<file path="config.mk">
export PLATFORM = sky130hd
export DESIGN_NAME = acq_sleep_seq
export DESIGN_NICKNAME = d
export VERILOG_FILES = /design/src/rtl/acq_seq_pkg.sv /design/src/rtl/acq_sync_edge.sv /design/src/rtl/acq_interval_timer.sv /design/src/rtl/acq_frame_tracker.sv /design/src/rtl/acq_sleep_seq.sv
export SDC_FILE = /design/constraint.sdc
export NUM_CORES = 1
export LEC_CHECK = 0
export BUFFER_PORTS_ARGS = -buffer_cell sky130_fd_sc_hd__buf_2
export CORE_ASPECT_RATIO = 0.7
export CORE_MARGIN = 1.5
export CORE_UTILIZATION = 40
export CTS_CLUSTER_DIAMETER = 60
export CTS_CLUSTER_SIZE = 20
export DETAILED_ROUTE_END_ITERATION = 10
export GPL_ROUTABILITY_DRIVEN = 0
export GPL_TIMING_DRIVEN = 0
export PLACE_DENSITY = 0.55
export SYNTH_ARGS = -nofsm -noshare
export SYNTH_HDL_FRONTEND = slang
export SYNTH_HIERARCHICAL = 1
export SYNTH_SLANG_ARGS = --single-unit
</file>
<file path="constraint.sdc">
create_clock -name clk -period 5.5 [get_ports clk]
set_clock_uncertainty 0.2 [all_clocks]
set_input_delay 0.275 -clock clk [delete_from_list [all_inputs] [get_ports clk]]
set_output_delay 0.275 -clock clk [all_outputs]
set_load 0.02 [all_outputs]
</file>
<file path="src/rtl/acq_seq_pkg.sv">
package acq_seq_pkg;

   typedef enum logic [2:0] {
      ST_CAL,
      ST_READY,
      ST_PEND,
      ST_BURST,
      ST_SLEEP
   } acq_state_e;

   function automatic int max_of(input int a, input int b);
      return (a > b) ? a : b;
   endfunction

endpackage

</file>
<file path="src/rtl/acq_sync_edge.sv">
module acq_sync_edge #(
   parameter int STAGES    = 2,
   parameter bit RESET_VAL = 1'b0
) (
   input  logic clk,
   input  logic rst_n,
   input  logic async_in,
   output logic level,
   output logic rise,
   output logic fall
);

   generate
      if (STAGES < 2) begin : g_bad_stages
         $error("acq_sync_edge: STAGES must be at least 2");
      end
   endgenerate

   logic [STAGES-1:0] chain_q;
   logic              prev_q;

   always_ff @(posedge clk or negedge rst_n) begin
      if (!rst_n) begin
         chain_q <= {STAGES{RESET_VAL}};
         prev_q  <= RESET_VAL;
      end else begin
         chain_q <= {chain_q[STAGES-2:0], async_in};
         prev_q  <= chain_q[STAGES-1];
      end
   end

   assign level = chain_q[STAGES-1];
   assign rise  = level & ~prev_q;
   assign fall  = ~level & prev_q;

endmodule

</file>
<file path="src/rtl/acq_interval_timer.sv">
module acq_interval_timer #(
   parameter int CNT_W = 8
) (
   input  logic             clk,
   input  logic             rst_n,
   input  logic             clear,
   input  logic             run,
   input  logic [CNT_W-1:0] limit,
   output logic             expired
);

   logic [CNT_W-1:0] cnt_q;

   assign expired = run && (cnt_q == (limit - CNT_W'(1)));

   always_ff @(posedge clk or negedge rst_n) begin
      if (!rst_n)
         cnt_q <= '0;
      else if (clear)
         cnt_q <= '0;
      else if (run && !expired)
         cnt_q <= cnt_q + CNT_W'(1);
   end

endmodule

</file>
<file path="src/rtl/acq_frame_tracker.sv">
module acq_frame_tracker (
   input  logic clk,
   input  logic rst_n,
   input  logic sel_low,
   input  logic sel_fall,
   input  logic sclk_rise,
   output logic clocked
);

   always_ff @(posedge clk or negedge rst_n) begin
      if (!rst_n)
         clocked <= 1'b0;
      else if (sel_fall)
         clocked <= 1'b0;
      else if (sclk_rise && sel_low)
         clocked <= 1'b1;
   end

endmodule

</file>
<file path="src/rtl/acq_sleep_seq.sv">
module acq_sleep_seq
   import acq_seq_pkg::*;
#(
   parameter int SYNC_STAGES      = 2,
   parameter int CAL_TICKS        = 525000,
   parameter int QUIET_TICKS      = 35,
   parameter int SETTLE_TICKS     = 1000,
   parameter int DUMMY_HOLD_TICKS = 700,
   parameter int WAKE_TICKS       = 3000000,
   parameter int FREE_RUN_TICKS   = 58824
) (
   input  logic clk,
   input  logic rst_n,
   input  logic sel_n,
   input  logic sclk,
   input  logic burst_done,
   output logic data_rdy,
   output logic burst_start,
   output logic asleep
);

   localparam int MAX_TICKS = max_of(max_of(max_of(CAL_TICKS, QUIET_TICKS),
                                            max_of(SETTLE_TICKS, DUMMY_HOLD_TICKS)),
                                     max_of(WAKE_TICKS, FREE_RUN_TICKS));
   localparam int CNT_W = $clog2(MAX_TICKS + 1);

   localparam logic [CNT_W-1:0] L_CAL    = CNT_W'(CAL_TICKS);
   localparam logic [CNT_W-1:0] L_QUIET  = CNT_W'(QUIET_TICKS);
   localparam logic [CNT_W-1:0] L_SETTLE = CNT_W'(SETTLE_TICKS);
   localparam logic [CNT_W-1:0] L_DUMMY  = CNT_W'(DUMMY_HOLD_TICKS);
   localparam logic [CNT_W-1:0] L_WAKE   = CNT_W'(WAKE_TICKS);
   localparam logic [CNT_W-1:0] L_FREE   = CNT_W'(FREE_RUN_TICKS);

   generate
      if (CAL_TICKS < 2 || QUIET_TICKS < 2 || SETTLE_TICKS < 2 ||
          DUMMY_HOLD_TICKS < 2 || WAKE_TICKS < 2 || FREE_RUN_TICKS < 2) begin : g_bad_ticks
         $error("acq_sleep_seq: every interval must be at least 2 ticks");
      end
      if (QUIET_TICKS >= WAKE_TICKS) begin : g_bad_wake
         $error("acq_sleep_seq: QUIET_TICKS must be below WAKE_TICKS");
      end
   endgenerate

   // synchronized host inputs
   logic sel_hi, sel_rise, sel_fall;
   logic sclk_lvl, sclk_rise, sclk_fall;

   acq_sync_edge #(.STAGES(SYNC_STAGES), .RESET_VAL(1'b1)) u_sel_sync (
      .clk      (clk),
      .rst_n    (rst_n),
      .async_in (sel_n),
      .level    (sel_hi),
      .rise     (sel_rise),
      .fall     (sel_fall)
   );

   acq_sync_edge #(.STAGES(SYNC_STAGES), .RESET_VAL(1'b0)) u_sclk_sync (
      .clk      (clk),
      .rst_n    (rst_n),
      .async_in (sclk),
      .level    (sclk_lvl),
      .rise     (sclk_rise),
      .fall     (sclk_fall)
   );

   logic frame_clocked;

   acq_frame_tracker u_frame (
      .clk       (clk),
      .rst_n     (rst_n),
      .sel_low   (~sel_hi),
      .sel_fall  (sel_fall),
      .sclk_rise (sclk_rise),
      .clocked   (frame_clocked)
   );

   // sequencer state
   acq_state_e       cur_q, nxt;
   logic [CNT_W-1:0] pend_len_q, pend_len_d;
   logic [CNT_W-1:0] limit;
   logic             tmr_run, tmr_clear, expired;
   logic             ready_q, start_q, sleep_q;
   logic [CNT_W-1:0] edge_delay;

   assign edge_delay = frame_clocked ? L_SETTLE : L_DUMMY;

   always_comb begin
      nxt        = cur_q;
      pend_len_d = pend_len_q;
      unique case (cur_q)
         ST_CAL: begin
            if (expired) nxt = ST_READY;
         end
         ST_READY: begin
            if (sel_rise) begin
               nxt        = ST_PEND;
               pend_len_d = edge_delay;
            end else if (expired) begin
               nxt = sel_hi ? ST_BURST : ST_SLEEP;
            end
         end
         ST_PEND: begin
            if (expired) nxt = ST_BURST;
         end
         ST_BURST: begin
            if (burst_done) nxt = ST_READY;
         end
         ST_SLEEP: begin
            if (sel_rise) begin
               nxt        = ST_PEND;
               pend_len_d = edge_delay;
            end else if (sclk_rise) begin
               nxt = ST_READY;
            end else if (expired) begin
               nxt        = ST_PEND;
               pend_len_d = L_SETTLE;
            end
         end
         default: nxt = ST_CAL;
      endcase
   end

   always_comb begin
      limit   = L_CAL;
      tmr_run = 1'b1;
      unique case (cur_q)
         ST_CAL:   limit = L_CAL;
         ST_READY: limit = sel_hi ? L_FREE : L_QUIET;
         ST_PEND:  limit = pend_len_q;
         ST_SLEEP: limit = L_WAKE;
         default:  tmr_run = 1'b0;
      endcase
   end

   assign tmr_clear = (nxt != cur_q) ||
                      ((cur_q == ST_READY) && (sel_rise || sel_fall || sclk_rise));

   acq_interval_timer #(.CNT_W(CNT_W)) u_timer (
      .clk     (clk),
      .rst_n   (rst_n),
      .clear   (tmr_clear),
      .run     (tmr_run),
      .limit   (limit),
      .expired (expired)
   );

   always_ff @(posedge clk or negedge rst_n) begin
      if (!rst_n) begin
         cur_q      <= ST_CAL;
         pend_len_q <= L_SETTLE;
         ready_q    <= 1'b0;
         start_q    <= 1'b0;
         sleep_q    <= 1'b0;
      end else begin
         cur_q      <= nxt;
         pend_len_q <= pend_len_d;
         ready_q    <= (nxt == ST_READY) || (nxt == ST_PEND);
         start_q    <= (nxt == ST_BURST) && (cur_q != ST_BURST);
         sleep_q    <= (nxt == ST_SLEEP);
      end
   end

   assign data_rdy    = ready_q;
   assign burst_start = start_q;
   assign asleep      = sleep_q;

   AST_CAL_HOLDS_LOW: assert property (@(posedge clk) disable iff (!rst_n)
      (cur_q == ST_CAL) |-> !data_rdy);

   AST_START_ONE_CYCLE: assert property (@(posedge clk) disable iff (!rst_n)
      burst_start |=> !burst_start);

   AST_START_BLOCKS_HOST: assert property (@(posedge clk) disable iff (!rst_n)
      burst_start |-> !data_rdy);

   AST_DONE_RELEASES_HOST: assert property (@(posedge clk) disable iff (!rst_n)
      (cur_q == ST_BURST && burst_done) |=> (data_rdy && !asleep));

   AST_SLEEP_BLOCKS_HOST: assert property (@(posedge clk) disable iff (!rst_n)
      asleep |-> !data_rdy);

   AST_SLEEP_NEEDS_SEL_LOW: assert property (@(posedge clk) disable iff (!rst_n)
      $rose(asleep) |-> $past(!sel_hi));

   AST_SCLK_WAKE_NO_BURST: assert property (@(posedge clk) disable iff (!rst_n)
      (cur_q == ST_SLEEP && sclk_rise && !sel_rise) |=> (!burst_start && !asleep));

   AST_BURST_NO_RESTART: assert property (@(posedge clk) disable iff (!rst_n)
      (cur_q == ST_BURST && !burst_done) |=> !burst_start);

endmodule

</file>
* After elaboration in Yosys (flattened, before gate mapping) *
Cells that the tools add are included.

word-level totals
  register bits after elaboration = 57
  latch bits = 0
  memory bits (writable) = 0
  ROM bits = 0
  input port bits = 5
  output and inout bits = 3
  logic and storage cells = 72
  memories kept = 0

operators by class
  add/sub/neg operators = 2
  multiply operators = 0
  div/mod/pow operators = 0
  order comparisons = 0
  equal/unequal tests = 14
  shift operators = 0
  muxes and demuxes = 23
  bitwise gates (word level) = 6
  reduce and logical (&&, ||, !) cells = 16

operators by type and width
  cell                                                                  number
  22-bit two-way mux                                                    6
  22-bit one-hot mux with 3 select lines                                1
  22-bit one-hot mux with 2 select lines                                1
  3-bit two-way mux                                                     9
  22-bit by 1-bit adder with 22-bit output, second input constant       1
  22-bit == test                                                        1
  22-bit by 1-bit subtractor with 22-bit output, second input constant  1
  16-bit two-way mux                                                    1
  3-bit one-hot mux with 5 select lines                                 1
  3-bit by 2-bit == test with 1-bit output, second input constant       4
  9-bit two-way mux                                                     1
  3-bit by 1-bit == test with 1-bit output, second input constant       2
  3-bit == test, second input constant                                  2
  3-bit by 2-bit != test with 1-bit output, second input constant       2
  2-bit nonzero test                                                    3
  1-bit logical AND                                                     5
  1-bit logical OR                                                      4
  4-bit AND reduction                                                   1
  4-bit OR reduction                                                    1
  1-bit AND                                                             3
  3-bit zero test                                                       1
  1-bit two-way mux                                                     3
  3-bit != test                                                         1
  3-bit != test, second input constant                                  1
  3 further kinds                                                       5

* Longest topological paths before layout *
Gate-level depths: netlist of the first run.

  depth in word-level cells = 12
  gate-level depth with buffers = 19
  gate-level depth less buffers = 18

* By module *
Netlist of the first run, hierarchy kept.

by module, submodules not included
  module                       times used  cells an instance  area each (sq um)  sequential area each (sq um)
  acq_interval_timer           1           241                2014.4             550.5
  acq_sleep_seq                1           76                 626.9              201.4
  acq_sync_edge (u_sel_sync)   1           5                  93.8               78.8
  acq_sync_edge (u_sclk_sync)  1           5                  90.1               75.1
  acq_frame_tracker            1           3                  33.8               25.0

* Worst setup path after synthesis of the first run *
No wires, ideal clock.

  path type = register to register
  start = reg cur_q[2]
  end = reg u_timer.cnt_q[0]
  setup time = 0.132 ns
  arrival = 4.469 ns
  required time = 5.168 ns
  slack = 0.699 ns
  stages on the path, launching flop included = 18
  buffers on the path = 3
  period minus slack after synthesis = 4.801 ns
  cells stage by stage = dfrtp_1 nand2b_1 buf_2 nor3_1 or2_2 or4_4 or3_1 clkbuf_1 nor4b_4 xnor2_1 or4b_4 nor4_1 nor2b_1 o21ai_2 o2111a_1 o21ai_1 clkbuf_1 nor2_1

on the way
  cells in the longest elaborated chain, start to end = 12
  elaborated cells between the ends (all ways) = 27
  classes of those cells = add/sub (1); eq/ne (6); mux (12); reduce/logical (8)

RTL lines
  item                                                      RTL line                  text
  from (decl)                                               acq_sleep_seq.sv:78       acq_state_e cur_q, nxt;
  from (signal assigned)                                    acq_sleep_seq.sv:155      cur_q <= nxt;
  3-bit == test, or another cell as far along               acq_sleep_seq.sv:126      unique case (cur_q)
  22-bit one-hot mux with 3 select lines *                  acq_sleep_seq.sv:126
  net limit[13]                                             acq_sleep_seq.sv:80       logic [CNT_W-1:0] limit;
  22-bit by 1-bit subtractor with 22-bit output *           acq_interval_timer.sv:14  assign expired = run && (cnt_q == (limit - CNT_W'(1)));
  22-bit == test *                                          acq_interval_timer.sv:14
  1-bit logical AND *                                       acq_interval_timer.sv:14
  net expired                                               acq_sleep_seq.sv:81       logic tmr_run, tmr_clear, expired;
  3-bit two-way mux                                         acq_sleep_seq.sv:114      end else if (expired) begin
  3-bit two-way mux                                         acq_sleep_seq.sv:112      end else if (sclk_rise) begin
  3-bit two-way mux                                         acq_sleep_seq.sv:109      if (sel_rise) begin
  3-bit one-hot mux with 5 select lines *                   acq_sleep_seq.sv:90       unique case (cur_q)
  3-bit != test *                                           acq_sleep_seq.sv:135      assign tmr_clear = (nxt != cur_q) ||
  1-bit logical OR *                                        acq_sleep_seq.sv:135
  net tmr_clear                                             acq_sleep_seq.sv:81
  22-bit two-way mux or 2-bit nonzero test (tied branches)  --
  to (signal assigned)                                      acq_interval_timer.sv:22  cnt_q <= cnt_q + CNT_W'(1);
  to (decl)                                                 acq_interval_timer.sv:12  logic [CNT_W-1:0] cnt_q;

Mark *: on every way through the listed nets, which the timed path passes. The rest lies on a longest branch.
A chain may end at the register's enable or synchronous reset.

* Final worst setup path of the first run *
  start = reg cur_q[1]
  end = reg u_timer.cnt_q[14]

The elaborated chain is that of the path after synthesis.

==> results of run 1 <==
==> area by class of cell <==
cell class | count | area share (%)
multi-input cells | 277 | 56.9
flip-flops and latches | 37 | 28.2
clock buffers | 7 | 2.61
clock inverters | 1 | 0.908
plain buffers | 18 | 3.33
repair buffers | 14 | 2.88
inverters | 14 | 1.70
well taps | 94 | 3.56
==> routing by layer <==
layer	vias to the layer above	global-route usage (%)	part of all wire, %
li1	1281	-	-
met4	0	5.40	0.73
met1	1232	34.3	56
met2	54	28.3	39
met5	-	0	0
met3	5	3.28	4.9
==> metrics by stage <==
step                      hold WS [ns]  setup TNS [ns]
after CTS                        0.144               0
after detailed placement         0.144          -12.20
after floorplan                 -0.221               0
after global placement           0.143          -11.31
final                            0.155               0
after global routing             0.169          -0.162
==> report_power, final <==
group	total, W	internal [W]	switching [W]	leakage (nW)
Sequential	0.000278	0.000276	0.00000244	0.481
Clock	0.000244	0.000148	0.0000964	0.0585
Combinational	0.0000259	0.00000884	0.0000170	0.766
Total	0.000548	0.000433	0.000116	1.30
==> placed cells by master (no fill, tap or decap), types with 4 or more instances in the layout <==
cell type,instances
buf_2,11
clkbuf_8,6
conb_1,18
clkbuf_1,7
nand3_1,7
xor2_1,14
a31oi_1,4
o31ai_1,10
xnor2_1,16
nand4_1,9
and3_1,6
dfrtp_1,33
nor4_1,7
nor2_1,22
buf_4,6
a21o_1,4
or3_1,15
dfstp_2,4
nand2_1,16
nor2b_1,10
o21ai_0,14
nor3_1,10
a21oi_1,24
inv_1,13
or4_1,11
==> path summary, 6_finish.rpt <==
check,startpoint,to,slack (ns),cells past startpoint
hold / removal,u_sclk_sync/chain_q[0]$_DFF_PN0_,u_sclk_sync/chain_q[1]$_DFF_PN0_,0.15,0
hold reg to reg,u_sclk_sync/chain_q[0]$_DFF_PN0_,u_sclk_sync/chain_q[1]$_DFF_PN0_,0.15,0
setup / recovery,cur_q[1]$_DFF_PN0_,u_timer/cnt_q[14]$_DFFE_PN0P_,0.37,18
max in group asynchronous,rst_n,u_timer/cnt_q[20]$_DFFE_PN0P_,4.12,2
setup reg to reg,cur_q[1]$_DFF_PN0_,u_timer/cnt_q[14]$_DFFE_PN0P_,0.37,18
min in group asynchronous,rst_n,u_sclk_sync/prev_q$_DFF_PN0_,0.44,2
==> state kept, by name, summed over array words and instances (netlist names) <==
register,cells
u_timer/cnt_q,22
cur_q,3
data_rdy,1
u_frame/clocked,1
u_sclk_sync/chain_q,2
u_sel_sync/chain_q,2
pend_len_q,2
burst_start,1
asleep,1
u_sel_sync/prev_q,1
u_sclk_sync/prev_q,1
==> critical path: stages, from the launching register on <==
cell and delay, ns:
dfrtp_1 0.46, buf_2 0.27, nor2_1 0.10, nand2_2 0.19, clkinvlp_4 0.16, inv_1 0.07, ha_1 0.24, or3b_4 0.46
nor4_4 0.40, nor4b_4 0.27, xnor2_1 0.09, or4b_4 0.57, nor4_4 0.34, buf_4 0.18, a21oi_1 0.09, o2111a_1 0.30
o21ai_4 0.24, clkbuf_4 0.29, a21oi_1 0.06
==> repair_timing <==
| item | CTS | global route |
|---|---|---|
| gates resized for setup | 5 | 11 |
| hold endpoints to repair | 35 | 0 |
| buffers inserted | 0 | 4 |
| setup endpoints to repair | 22 | 22 |
| pin swaps | 0 | 2 |
| hold buffers | 3 | 0 |
==> flow_metrics.env, run 1 <==
export IMPL_p_leak_nw=1.30
export IMPL_drt_initial_drc_count=198
export IMPL_wl_um=7430
export IMPL_avgViaCountPerCell=5.57
export IMPL_drive_above_1_share_pct=16.6
export IMPL_setup_violations=0
export IMPL_power_density_nw_per_um2=166
export IMPL_period_minus_slack_ns=5.13
export IMPL_finalCritPeriodShare_pct=93.2
export IMPL_die_w_um=104
export IMPL_rows=25
export IMPL_place_ws_ns=-0.604
export IMPL_fin_cells=462
export IMPL_yosys_warnings=6
export IMPL_clock_sinks=37
export IMPL_cts_buffers=5
export IMPL_cts_tree="done"
export IMPL_clock_fmax_ghz=0.195
export IMPL_slew_violations=0
export IMPL_dp_hpwl_um=5540
export IMPL_fillers=697
export IMPL_utilization_pct=48.5
export IMPL_finalPower_w=0.000548
export IMPL_avgSynthCellArea_sq_um=8.66
export IMPL_ir_drop_mv=0.100
export IMPL_grt_use_total_pct=21.1
export IMPL_hold_viol=0
export IMPL_end_kind="flip-flop"
export IMPL_required_ns=5.47
export IMPL_overflow=0
export IMPL_port_buffers=7
export IMPL_postRouteAntennaNets=0
export IMPL_critPathLaunchType="flip-flop"
export IMPL_layout_setup_ws_ns=0.373
export IMPL_synth_area_sq_um=2850
export IMPL_status="finished, final reports clean"
export IMPL_finalInstanceArea_sq_um=3310
export IMPL_root_buffer="clkbuf_8"
export IMPL_syn_inst=329
export IMPL_worstSetupPathType="flip-flop to flip-flop"
export IMPL_clkSlewWorstSetupHoldPaths_ns=0.07
export IMPL_min_path_type="flip-flop to flip-flop"
export IMPL_cp_max_fo=10
export IMPL_initial_core_util_pct=41.8
export IMPL_io_pins=8
export IMPL_die_h_um=73.6
export IMPL_clk_latency_ns=0.29
export IMPL_multiInputGateArea_sq_um=1880
export IMPL_maxCapViolCount=0
export IMPL_fin_nets=374
export IMPL_dr_pass1_iters=4
export IMPL_dp_cells=447
export IMPL_wl_per_cell_um=16.1
export IMPL_slew_headroom_pct=38.6
export IMPL_grt_pass1_vias=2382
export IMPL_die_area_sq_um=7650
export IMPL_diodes=0
export IMPL_antenna_found_initial=0
export IMPL_placed_cell_area_sq_um=3070
export IMPL_tightest_slew_ns=0.916
export IMPL_grt_max_degree=38
export IMPL_vias=2572
export IMPL_seq_area_sq_um=931
export IMPL_coreArea_sq_um=6820
export IMPL_cts_htree_levels=2
export IMPL_drc=0
export IMPL_worstPathArrival_ns=5.10
export IMPL_syn_to_final_growth_pct=16.0
export IMPL_grt_pass1_wl_um=12400
export IMPL_clock_path_buffers=2
Note: power is estimated with default switching activity, not from simulation.
==> run 2: changes to the inputs <==
Settings changed: SYNTH_HIERARCHICAL 1 to default.
==> flow_metrics.env, run 2 <==
export IMPL_cts_tree="done"
export IMPL_rsz0062_at_grt="false"
export IMPL_clock_fmax_ghz=0.275
export IMPL_critPathLaunchType="flip-flop"
export IMPL_synth_area_sq_um=2520
export IMPL_port_buffers=7
export IMPL_postRouteAntennaNets=0
export IMPL_wl_um=6330
export IMPL_cts_buffers=5
export IMPL_ir_drop_mv=0.118
export IMPL_top_register="u_timer.cnt_q"
export IMPL_clk_latency_ns=0.31
export IMPL_synth_edff_count=0
export IMPL_diodes=0
export IMPL_grt_max_degree=38
export IMPL_p_leak_nw=1.10
export IMPL_dp_hpwl_um=4600
export IMPL_cp_max_fo=10
export IMPL_initial_core_util_pct=42.7
export IMPL_netlist_area_leader_share_pct=32.8
export IMPL_tightest_slew_ns=0.843
export IMPL_rows=23
export IMPL_avgSynthCellArea_sq_um=9.54
export IMPL_grt_use_total_pct=19.6
export IMPL_fin_nets=290
export IMPL_ys_seq_elements=37
export IMPL_reg_largest_list="u_timer.cnt_q (22), cur_q (3)"
export IMPL_maxCapViolCount=0
export IMPL_worstPathArrival_ns=3.61
export IMPL_coreArea_sq_um=5900
export IMPL_clkSlewWorstSetupHoldPaths_ns=0.07
export IMPL_p_sw_share_pct=23.3
export IMPL_drive_above_1_share_pct=20.2
export IMPL_pwr_share_comb_pct=3.7
export IMPL_clock_path_buffers=2
export IMPL_required_ns=5.48
export IMPL_hold_viol=0
export IMPL_yosysSeqAreaShare_pct=37.0
export IMPL_cts_htree_levels=2
export IMPL_syn_nets=273
export IMPL_antenna_found_initial=0
export IMPL_die_area_sq_um=6790
export IMPL_synth_top_area_cell="dfrtp_1"
export IMPL_drt_initial_drc_count=205
export IMPL_grt_pass1_vias=1955
export IMPL_synth_area_leaders="dfrtp_1 (33%), xnor2_1 (4.9%), dfstp_2 (4.2%)"
export IMPL_most_common_layout_cells="dfrtp_1 (33), nor2_1 (27), xnor2_1 (14), nand2_1 (14), buf_2 (13)"
export IMPL_place_ws_ns=1.88
export IMPL_mostFrequentLayoutCell="dfrtp_1"
export IMPL_fillers=581
export IMPL_synth_distinct_cells=71
export IMPL_layout_setup_ws_ns=1.87
export IMPL_min_path_type="flip-flop to flip-flop"
export IMPL_largest_reg_flops=22
export IMPL_power_density_nw_per_um2=181
export IMPL_die_h_um=69.4
export IMPL_setup_violations=0
export IMPL_slew_violations=0
export IMPL_root_buffer="clkbuf_8"
export IMPL_period_minus_slack_ns=3.63
export IMPL_power_frac_clock_pct=40.9
export IMPL_power_frac_seq_pct=55.4
export IMPL_overflow=0
export IMPL_status="finished, final reports clean"
export IMPL_grt_pass1_wl_um=10400
export IMPL_finalCritPeriodShare_pct=66.1
export IMPL_async_flop_share_pct=100
export IMPL_wl_per_cell_um=17.7
export IMPL_clock_sinks=37
export IMPL_switching_power_w=0.000117
export IMPL_ys_top_cells_by_count="dfrtp_1 (33), nor2_1 (27), nand2_1 (14), xnor2_1 (14), xor2_1 (12)"
export IMPL_avgViaCountPerCell=5.79
export IMPL_vias=2068
export IMPL_dr_pass1_iters=4
export IMPL_yosys_warnings=0
export IMPL_io_pins=8
export IMPL_syn_inst=264
export IMPL_syn_to_final_growth_pct=10.0
export IMPL_slew_headroom_pct=43.8
export IMPL_p_int_w=0.000383
export IMPL_cts_setup_buffers=0
export IMPL_tns_ns=0
export IMPL_yosysMostFrequentCell="dfrtp_1"
export IMPL_worstSetupPathType="flip-flop to flip-flop"
export IMPL_synth_main_ff_cell="dfrtp_1"
export IMPL_end_kind="flip-flop"
export IMPL_die_w_um=97.8
export IMPL_drc=0
## run 2: worst max-delay path, stage by stage (launching register included)
cell	delay (ns)
dfrtp_1	0.40
buf_2	0.19
buf_6	0.16
buf_2	0.19
inv_1	0.17
nand4_1	0.12
ha_1	0.31
xor2_1	0.14
nand3_1	0.16
a2111oi_4	0.34
nand4_2	0.22
o32a_1	0.37
o22ai_2	0.25
buf_4	0.24
a21oi_1	0.05
## run 2: layout make-up
cell class,instances,area [sq um],share of cell area (%)
buffer,15,93.8,3.39
timing repair buffer,10,65.1,2.35
tap,75,93.8,3.39
clock inverter,1,7.51,0.271
multi-input combinational,202,1460,52.6
clock buffer,7,86.3,3.12
sequential,37,931,33.6
inverter,10,37.5,1.35
## run 2: routing by layer
metal / wire length [um] / share of wire (%) / vias to the layer above / GRT usage [%]
met2: 2460 / 39 / 52 / 25.3
met1: 3300 / 52 / 1000 / 29.8
met5: 0 / 0 / - / 0
li1: - / - / 1002 / -
met3: 419 / 6.6 / 14 / 5.85
met4: 148 / 2.3 / 0 / 7.78
## run 2: cells by family (layout without fill, tap and decap cells)
group,after synthesis,after routing,synth area share (%)
AND/OR/NAND/NOR,116,116,28.9
buffers and inverters,25,43,5.22
multiplexers,1,1,0.397
adder cells (fa/ha/maj),4,4,1.99
XOR/XNOR,26,26,9.04
AO/OA/AOI/OAI,55,55,17.5
flip-flops,37,37,37.0
## run 2: power by group through the flow
stage	sequential [W]	clock, W	combinational (W)
2_1_floorplan	0.000282	0	0.00000735
3_3_place_gp	0.000282	0	0.0000170
3_5_place_dp	0.000282	0	0.0000173
4_1_cts	0.000277	0.000211	0.0000189
5_1_grt	0.000278	0.000225	0.0000217
6_report	0.000277	0.000205	0.0000185
## run 2: final timing paths
| path | from | end | slack, ns | depth (start not counted) |
|---|---|---|---|---|
| max | cur_q[2]$_DFF_PN0_ | u_timer.cnt_q[21]$_DFFE_PN0P_ | 1.87 | 14 |
| min | u_sclk_sync.chain_q[0]$_DFF_PN0_ | u_sclk_sync.chain_q[1]$_DFF_PN0_ | 0.15 | 0 |
| max reg2reg | cur_q[2]$_DFF_PN0_ | u_timer.cnt_q[21]$_DFFE_PN0P_ | 1.87 | 14 |
| min reg2reg | u_sclk_sync.chain_q[0]$_DFF_PN0_ | u_sclk_sync.chain_q[1]$_DFF_PN0_ | 0.15 | 0 |
| max in group asynchronous | rst_n | u_timer.cnt_q[14]$_DFFE_PN0P_ | 4.15 | 2 |
| min in group asynchronous | rst_n | u_timer.cnt_q[9]$_DFFE_PN0P_ | 0.42 | 2 |
## run 2: what timing repair did
item / 4_1_cts / 5_1_grt
hold buffers: 3 / 0
hold endpoints to repair: 35 / 0
resized for setup: 0 / 0
## run 2: metrics by stage
| step | instance area (sq um) | hold WS, ns | power, W | util [%] | cells |
|---|---|---|---|---|---|
| 2_1_floorplan | 2520 | -0.221 | 0.000289 | - | 264 |
| 3_3_place_gp | 2650 | 0.133 | 0.000299 | 44.9 | 346 |
| 3_5_place_dp | 2650 | 0.135 | 0.000300 | 44.9 | 346 |
| 4_1_cts | 2770 | 0.152 | 0.000507 | 47.0 | 357 |
| 5_1_grt | 2770 | 0.165 | 0.000525 | 47.0 | 357 |
| 6_report | 2770 | 0.151 | 0.000500 | 47.0 | 357 |
==> run 3: changes to the inputs <==
Clock period 5.5 ns to 3.5 ns, I/O delays scaled along.
==> flow_metrics.env, run 3 (synthesis gave the netlist of run 2 again) <==
export IMPL_die_w_um=97.8
export IMPL_dp_hpwl_um=4600
export IMPL_hold_viol=0
export IMPL_power_density_nw_per_um2=262
export IMPL_multiInputGateArea_sq_um=1520
export IMPL_antenna_found_initial=0
export IMPL_place_ws_ns=-0.115
export IMPL_drt_initial_drc_count=163
export IMPL_max_stage_delay_ns=0.51
export IMPL_top_register="u_timer.cnt_q"
export IMPL_initial_core_util_pct=42.7
export IMPL_rows=23
export IMPL_regToRegStartpoint="cur_q[2]$_DFF_PN0_"
export IMPL_critPathLaunchType="flip-flop"
export IMPL_end_kind="flip-flop"
export IMPL_switching_power_w=0.000186
export IMPL_wl_per_cell_um=17.8
export IMPL_pwr_share_comb_pct=3.4
export IMPL_cp_max_fo=10
export IMPL_root_buffer="clkbuf_8"
export IMPL_postRouteAntennaNets=0
export IMPL_worstPathArrival_ns=3.46
export IMPL_finalCritPeriodShare_pct=97.8
export IMPL_ir_drop_mv=0.185
export IMPL_cts_buffers=5
export IMPL_syn_to_final_growth_pct=19.4
export IMPL_fin_nets=303
export IMPL_cts_htree_levels=2
export IMPL_clkSlewWorstSetupHoldPaths_ns=0.07
export IMPL_diodes=0
export IMPL_dr_pass1_iters=5
export IMPL_min_from="u_sclk_sync.chain_q[0]$_DFF_PN0_"
export IMPL_largest_reg_flops=22
export IMPL_cp_startpoint="cur_q[2]$_DFF_PN0_"
export IMPL_fin_hold_ws_ns=0.151
export IMPL_grt_use_total_pct=19.8
export IMPL_port_buffers=7
export IMPL_clock_sinks=37
export IMPL_grt_max_degree=38
export IMPL_p_leak_nw=1.20
export IMPL_overflow=0
export IMPL_worstSetupPathType="flip-flop to flip-flop"
export IMPL_die_h_um=69.4
export IMPL_cp_cell_sequence="buf_6 > buf_6 > buf_6 > inv_4 > nand4_1 > ha_4 > nand3b_1 > a2111oi_1 > a311oi_1 > o41a_1 > nor3_4 > buf_12 > buf_4 > or4_1 > a21oi_2"
export IMPL_most_common_layout_cells="dfrtp_1 (33), nor2_1 (27), xnor2_1 (14), nand2_1 (14), buf_4 (13)"
export IMPL_cp_slowest_cell="or4_1"
export IMPL_grt_pass1_vias=1981
export IMPL_period_minus_slack_ns=3.42
export IMPL_drive_above_1_share_pct=26.4
export IMPL_coreArea_sq_um=5900
export IMPL_cts_tree="done"
export IMPL_slew_violations=0
export IMPL_power_frac_clock_pct=41.0
export IMPL_clock_path_buffers=2
export IMPL_status="finished, final reports clean"
export IMPL_power_frac_seq_pct=55.6
export IMPL_avgViaCountPerCell=5.81
export IMPL_crit_path_frequent_cell="buf_6"
export IMPL_die_area_sq_um=6790
export IMPL_seq_area_sq_um=931
export IMPL_tightest_slew_ns=0.847
export IMPL_mostFrequentLayoutCell="dfrtp_1"
export IMPL_drc=0
export IMPL_required_ns=3.53
export IMPL_min_path_type="flip-flop to flip-flop"
export IMPL_setup_violations=0
export IMPL_p_sw_share_pct=23.6
export IMPL_p_int_w=0.000602
export IMPL_clk_latency_ns=0.31
export IMPL_clock_fmax_ghz=0.292
export IMPL_io_pins=8
export IMPL_fillers=557
export IMPL_grt_pass1_wl_um=10500
export IMPL_vias=2148
export IMPL_slew_headroom_pct=43.5
export IMPL_wl_um=6570
export IMPL_reg_largest_list="u_timer.cnt_q (22), cur_q (3)"
export IMPL_maxCapViolCount=0
export IMPL_layout_setup_ws_ns=0.0762
-- run 3: cell types whose count changed in the layout (fill, tap and decap cells not counted), moves of 2 or more --
cell / delta
buf_4: +11
buf_2: -5
buf_6: +4
inv_1: -2
nor4_1: -2
-- run 3: final timing paths --
kind	to	slack (ns)	cells after the start
min in group asynchronous	u_timer.cnt_q[9]$_DFFE_PN0P_	0.32	2
max in group asynchronous	u_timer.cnt_q[14]$_DFFE_PN0P_	2.25	2
hold reg to reg	u_sclk_sync.chain_q[1]$_DFF_PN0_	0.15	0
setup reg to reg	u_timer.cnt_q[21]$_DFFE_PN0P_	0.08	15
hold / removal	u_sclk_sync.chain_q[1]$_DFF_PN0_	0.15	0
setup / recovery	u_timer.cnt_q[21]$_DFFE_PN0P_	0.08	15
-- run 3: layout make-up --
type / count / area share [%]
buffer: 14 / 4.04
multi-input combinational: 202 / 50.4
clock buffer: 7 / 2.87
tap: 75 / 3.12
clock inverter: 1 / 0.250
sequential: 37 / 31.0
inverter: 10 / 1.46
timing repair buffer: 24 / 6.91
-- run 3: power groups by stage --
stage | combinational (W) | sequential [W] | clock (W)
global placement | 0.0000267 | 0.000444 | 0
finish | 0.0000268 | 0.000438 | 0.000323
floorplan | 0.0000115 | 0.000443 | 0
global route | 0.0000316 | 0.000439 | 0.000354
detailed placement | 0.0000271 | 0.000444 | 0
CTS | 0.0000299 | 0.000436 | 0.000331
-- run 3: repair_timing --
action	CTS	global route
gates resized for setup	5	22
hold buffers	3	0
pin swaps	4	14
buffers inserted	4	9
cloned	1	0
hold endpoints to repair	35	0
endpoints found under the setup margin	25	28
-- run 3: critical path: cells and delay by family (launching register included) --
kind	cells	cell delay [ns]
adder cells (fa/ha/maj)	1	0.20
AO/OA/AOI/OAI	4	0.94
AND/OR/NAND/NOR	4	0.81
flip-flops	1	0.40
buffers and inverters	6	0.81
-- run 3: routing by layer --
| metal | vias up | wire, um | track usage (%) |
|---|---|---|---|
| met4 | 0 | 156 | 7.78 |
| met1 | 1032 | 3310 | 30.1 |
| met5 | - | 0 | 0 |
| li1 | 1028 | - | - |
| met3 | 14 | 508 | 5.54 |
| met2 | 74 | 2590 | 26.1 |
-- run 3: through the flow --
stage	cell area, sq um	cells	total power, W	TNS, ns	util (%)
after floorplan	2520	264	0.000455	0	-
after global placement	2650	346	0.000471	-2.05	44.9
after detailed placement	2650	346	0.000471	-2.05	44.9
after CTS	2850	362	0.000797	0	48.3
after global routing	3010	370	0.000824	-0.128	51.0
final	3010	370	0.000788	0	51.0
